### src/rtl/fg_speed_discrim.sv
module fg_speed_discrim #(
  parameter int PRESCALE = 16,
  parameter int NOMINAL  = 512,
  parameter int LOCK_TOL = 32,
  parameter int CNT_W    = $clog2(2 * NOMINAL)
) (
  input  logic             clk,
  input  logic             rst_n,
  input  logic             fg_in,
  output logic             accel,
  output logic [CNT_W-1:0] dev_mag,
  output logic             lock_n
);
  localparam int PRE_W = (PRESCALE > 1) ? $clog2(PRESCALE) : 1;
  localparam logic [PRE_W-1:0] PRE_LAST = PRE_W'(PRESCALE - 1);
  localparam logic [CNT_W-1:0] CNT_MAX  = {CNT_W{1'b1}};
  localparam logic [CNT_W-1:0] NOM_C    = CNT_W'(NOMINAL);
  localparam logic [CNT_W-1:0] TOL_C    = CNT_W'(LOCK_TOL);

  logic [2:0]       fg_sh;
  logic [PRE_W-1:0] pre;
  logic [CNT_W-1:0] cnt;
  logic             phase;

  wire              fg_rise = fg_sh[1] & ~fg_sh[2];
  wire              slow    = cnt > NOM_C;
  wire [CNT_W-1:0]  mag     = slow ? cnt - NOM_C : NOM_C - cnt;
  wire              in_win  = mag <= TOL_C;

  always_ff @(posedge clk or negedge rst_n) begin
    if (!rst_n) begin
      fg_sh   <= '0;
      pre     <= '0;
      cnt     <= '0;
      phase   <= 1'b0;
      accel   <= 1'b0;
      dev_mag <= '0;
      lock_n  <= 1'b1;
    end else begin
      fg_sh <= {fg_sh[1:0], fg_in};
      if (fg_rise) begin
        pre   <= '0;
        cnt   <= '0;
        phase <= ~phase;
        if (phase) begin
          accel   <= slow;
          lock_n  <= ~in_win;
          dev_mag <= in_win ? '0 : mag;
        end
      end else if (cnt == CNT_MAX) begin
        phase   <= 1'b0;
        accel   <= 1'b1;
        lock_n  <= 1'b1;
        dev_mag <= CNT_MAX - NOM_C;
      end else begin
        pre <= (pre == PRE_LAST) ? '0 : pre + 1'b1;
        if (pre == PRE_LAST) cnt <= cnt + 1'b1;
      end
    end
  end
endmodule


### config.mk
export PLATFORM = sky130hd
export DESIGN_NAME = fg_speed_discrim
export DESIGN_NICKNAME = d
export VERILOG_FILES = /design/src/rtl/fg_speed_discrim.sv
export SDC_FILE = /design/constraint.sdc
export NUM_CORES = 1
export LEC_CHECK = 0
export ABC_AREA = 1
export BUFFER_PORTS_ARGS = -buffer_cell sky130_fd_sc_hd__buf_2
export CAP_MARGIN = 25
export CORE_MARGIN = 2
export CORE_UTILIZATION = 47
export DETAILED_ROUTE_END_ITERATION = 10
export GPL_ROUTABILITY_DRIVEN = 0
export PLACE_DENSITY = 0.65
export SLEW_MARGIN = 40
export SYNTH_ARGS = -nofsm -noshare
export SYNTH_HDL_FRONTEND = slang
export SYNTH_SLANG_ARGS = --single-unit
### constraint.sdc
create_clock -name clk -period 2 [get_ports clk]
set_input_delay 0.4 -clock clk [delete_from_list [all_inputs] [get_ports clk]]
set_output_delay 0.4 -clock clk [all_outputs]
set_load 0.03 [all_outputs]
After elaboration in Yosys (flattened, before gate mapping)

Cells that the tools add are included.

Shifts and indexed selects: 0
Bitwise operators: 4
Reduce and logical (&&, ||, !) cells: 4
Divide/modulo/power cells: 0
Multiplexer cells: 18
$lt $le $gt $ge: 2
$mul: 0
$add $sub $neg: 4
Eq/ne operators: 4

Operators by type and width:

| kind                                                   | count |
|---|---|
| 2-to-1 mux 10 bit                                      | 8 |
| 2-to-1 mux 4 bit                                       | 3 |
| adder 10 x 1 -> 10 bit (second input constant)         | 1 |
| == test 10 bit (second input constant)                 | 1 |
| greater-than comparator 10 bit (second input constant) | 1 |
| <= comparator 10 x 6 -> 1 bit (second input constant)  | 1 |
| subtractor 10 bit (first input constant)               | 1 |
| subtractor 10 bit (second input constant)              | 1 |
| 2-to-1 mux 1 bit                                       | 7 |
| adder 4 x 1 -> 4 bit (second input constant)           | 1 |
| == test 4 bit (second input constant)                  | 1 |
| inequality test 2 bit (second input constant)          | 2 |
| AND reduction 2 bit                                    | 2 |
| nonzero test 2 bit                                     | 2 |
| inverter 1 bit                                         | 3 |
| AND 1 bit                                              | 1 |

Memories kept: 0
Logic and storage cells: 43
RAM bits: 0
Bits in latches: 0
Register bits after elaboration: 30
ROM bits: 0
Output and inout port bits: 12
Input port bits: 3

Depth between registers and ports, before layout

Depth after elaboration: 6
Depth in mapped cells: 14
Depth with buffers taken out: 14

Least setup slack after synthesis

Ideal clock, no wire load.

Path kind: register -> register
From: reg cnt[0]
To: reg dev_mag[2]
Data arrival time: 1,651 ps
Data required time: 1,874 ps
Stages on the path, launching flop included: 14
Slack: 223 ps
Path buffers: 0
Library setup time: 126 ps
Path through: dfrtp_1 -> inv_1 -> ha_1 -> nand2_1 -> nor2_1 -> nand2_2 -> nand2_4 -> nand2_2 -> nand2_1 -> nand2_1 -> nor2_2 -> nand3_2 -> nand2_1 -> o21ai_1

Longest elaborated chain between the ends: 6
Elaborated cells between the ends (all ways): 11
Those cells by class: add/sub (2); order compare (2); eq/ne (1); mux (4); reduce/logical (2)

Ends and longest elaborated chain:

| item                                                                       | RTL line | source |
|---|---|---|
| from (decl)                                                                | 22       | `logic [CNT_W-1:0] cnt;` |
| from (signal assigned)                                                     | 57       | `if (pre == PRE_LAST) cnt <= cnt + 1'b1;` |
| subtractor 10 bit / greater-than comparator 10 bit (equally long branches) | 27, 26   |  |
| 2-to-1 mux 10 bit                                                          | 27       | `wire [CNT_W-1:0] mag = slow ? cnt - NOM_C : NOM_C - cnt;` |
| <= comparator 10 x 6 -> 1 bit                                              | 28       | `wire in_win = mag <= TOL_C;` |
| 2-to-1 mux 10 bit                                                          | 48       | `dev_mag <= in_win ? '0 : mag;` |
| 2-to-1 mux 10 bit                                                          | 45       | `if (phase) begin` |
| 2-to-1 mux 10 bit                                                          | 41       | `if (fg_rise) begin` |
| to (signal assigned)                                                       | 48       |  |
| to (signal assigned)                                                       | 54       | `dev_mag <= CNT_MAX - NOM_C;` |
| to (decl)                                                                  | 11       | `output logic [CNT_W-1:0] dev_mag,` |

Several ways; a longest one is shown, not always the timed one. The select of a mux whose other input is x is not followed.
A chain may end at the register's enable or synchronous reset.

Worst setup path after layout

Ends and elaborated chain as after synthesis.

==> out/qor.yml <==
worst_setup_path:
  ff2ff_setup_slack_ps: 180
  crit_buf_inv: 1
  slowest_stage: "dfrtp_2"
  crit_path_max_fanout: 10
  arrival_ps: 1990
  slowest_delay_ps: 430
  startpoint_type: "flop"
  ff2ff_path_depth: 13
  cp.required_ps: 2170
  path_class: "flop to flop"
  r2r_end: "dev_mag[2]"
  crit_chain: "inv_2 > ha_1 > nand2_1 > nor2_1 > nand2_2 > nand2_4 > nand2_2 > nand2_1 > nand2_1 > nor2_2 > nand3_2 > nand2_2 > o21ai_1"
  r2r_start: "cnt[0]"
  critical-path-top-delay-family: "simple AND/OR/NAND/NOR gates"
  endpoint_kind: "flop"
synthesis:
  synth_top_area_cell: "dfrtp_1"
  yosysTopAreaCellShare_pct: 40.7
  synthTopCellsByArea: "dfrtp_1, nand2_1, nand3_1, nor2_1, a21oi_2"
  ys_top_cells_by_count: "nand2_1, dfrtp_1, nor2_1"
  async_reset_ff_share_pct: 100
  synth_warnings: 0
  netlist_instances: 226
  synth_seq_cells: 30
  synth.most_common_cell: "nand2_1"
  syn_avg_cell_area_um2: 7.88
  synth_cell_types: 32
  synth_area_um2: 1780
  synth-main-ff-cell: "dfrtp_1"
  syn_nets: 232
  synth-edff-count: 0
  synth.yosys.seq_area_share_pct: 42.2
routing:
  vias_per_cell: 5.20
  dr.pass1.iters: 5
  postRouteAntennaNets: 0
  initialDrtViolationCount: 116
  route.detailed.wl_per_inst_um: 12.9
  totalWireLength_um: 3880
  via_count: 1565
  drc_errors: 0
pwr:
  seqPwrFrac_pct: 33.4
  p_comb_share_pct: 44.3
  powerDensity_nw_per_um2: 1300
  power.leakage_nw: 0.996
  switching_share_pct: 41.1
  p_int_mw: 1.58
  p_switching_mw: 1.10
  vdd_drop_max_mv: 0.408
  clkPwrFrac_pct: 22.3
global_route:
  antenna_found_initial: 0
  grt_pass1_wl_um: 6650
  grt_pass1_vias: 1430
  grt_max_degree: 31
  grt_overflow_total: 0
  grt_util_all_layers_pct: 20.6
sta:
  finalClockSkew_ps: 4.85
  max_freq_mhz: 549
  max-slew-margin-rel_pct: 57.4
  hold_ws_ps: 134
  layout_min_cycle_time_ps: 1820
  fin_ws_ps: 180
  tightestPinTransition_ps: 639
  hold_viol: 0
  min_period_over_period_pct: 91.0
  final_max_slew_viol_count: 0
  setup_viol_count_final: 0
place:
  port_buffers: 14
  hpwl_um: 2800
  place_ws_ps: 68.1
floorplan:
  rows: 22
  dieWidth_um: 65.6
  die_y_um: 65.6
  start_util_pct: 48.7
  die_area_um2: 4300
  io_pins: 15
  core_area_um2: 3660
clocking:
  cts_root_buf: "clkbuf_8"
  worstSkewPairLatency_ps: 280
  clkSinkCount: 30
  clk_pin_slew_ps: 70
  cts_inserted_buffers: 5
  cts_buffer_depth: 2
  cts_tree: "yes"
  holdBufCountCts: 0
  htreeDepth: 2
run:
  cap_violations: 0
final_layout:
  area_growth_pct: 15.9
  drive_above_1_share_pct: 28.1
  layout.nets: 258
  antenna_cells: 0
min_path:
  min_path_type: "input pin to async pin"
outcome:
  outcome: "finished, final reports clean"
[layer usage]
metal,GRT usage [%],up-vias,wire length (um)
li1,-,794,-
met1,28.2,722,1860
met2,30.5,42,1790
met3,4.62,7,171
met4,10.2,0,59
met5,0,-,0
[how the worst max path moves through the flow]
stage,startpoint,end,slack (ps),depth (start not counted)
after floorplan,cnt[0],dev_mag[2],220,13
after global placement,cnt[1],dev_mag[2],100,13
after detailed placement,cnt[0],dev_mag[2],70,13
after CTS,cnt[0],dev_mag[2],40,13
after global routing,cnt[0],dev_mag[5],-4,15
final,cnt[0],dev_mag[2],180,13
[power by group through the flow]
stage | combinational (mW) | sequential, mW | clock [mW]
after global routing | 1.33 | 0.919 | 0.636
after global placement | 1.13 | 0.900 | 0
after floorplan | 0.655 | 1.10 | 0
final | 1.19 | 0.896 | 0.597
after CTS | 1.14 | 0.897 | 0.615
after detailed placement | 1.13 | 0.906 | 0
[cell type report]
class	instances	area [um^2]
clock inverter	3	40.0
timing repair buffer	23	138
sequential	30	753
multi-input combinational	168	907
tap	48	60.1
fill	354	1600
inverter	24	98.8
clock buffer	5	68.8
[flip-flops by register name, indices dropped and copies added, names as in the netlist]
signal / cells
lock_n: 1
dev_mag: 10
phase: 1
fg_sh: 3
cnt: 10
accel: 1
pre: 4
[layout by cell type (no fill, tap or decap), types with 2 or more instances in the layout]
cell,netlist,final
nor2_2,2,2
clkinv_2,1,3
o21ai_0,4,4
dfrtp_1,29,28
ha_1,3,3
nor3_2,2,2
a21oi_2,6,6
o31ai_1,5,5
a21oi_1,3,3
inv_2,10,12
nor2_1,22,22
nor4_1,2,2
nor2_4,4,4
inv_1,11,9
nand2_4,3,3
buf_2,3,14
nand4_1,6,6
nand2_2,4,5
buf_4,0,9
o21ai_1,8,8
nand2_1,61,60
nand3_1,21,21
clkbuf_8,0,5
xor2_1,6,6
[what timing repair did]
action / in CTS / in global routing
setup buffers: 0 / 4
hold endpoints to repair: 0 / 0
endpoints found under the setup margin: 0 / 7
gates resized for setup: 0 / 4
[stage by stage]
step / std cells / setup TNS [ps] / utilization (%) / power [mW] / area (um^2)
floorplan: 226 / 0 / - / 1.75 / 1780
global placement: 289 / 0 / 52.5 / 2.03 / 1920
detailed placement: 289 / 0 / 52.5 / 2.04 / 1920
CTS: 297 / 0 / 55.5 / 2.65 / 2030
global route: 301 / -3.84 / 56.4 / 2.89 / 2070
finish: 301 / 0 / 56.4 / 2.68 / 2070
[cell families (layout without fill, tap and decap cells)]
kind of cell               count (synthesis)  after routing  synth area share [%]
AOI/OAI and AO/OA                         29             29                  10.5
xor gates and xnor gates                   7              7                  3.44
adders and majority gates                  3              3                  2.11
buffers and inverters                     28             55                  7.02
DFF                                       30             30                  42.2
and+or+nand+nor                          129            129                  34.7
Power figures use the tool's default switching activity.
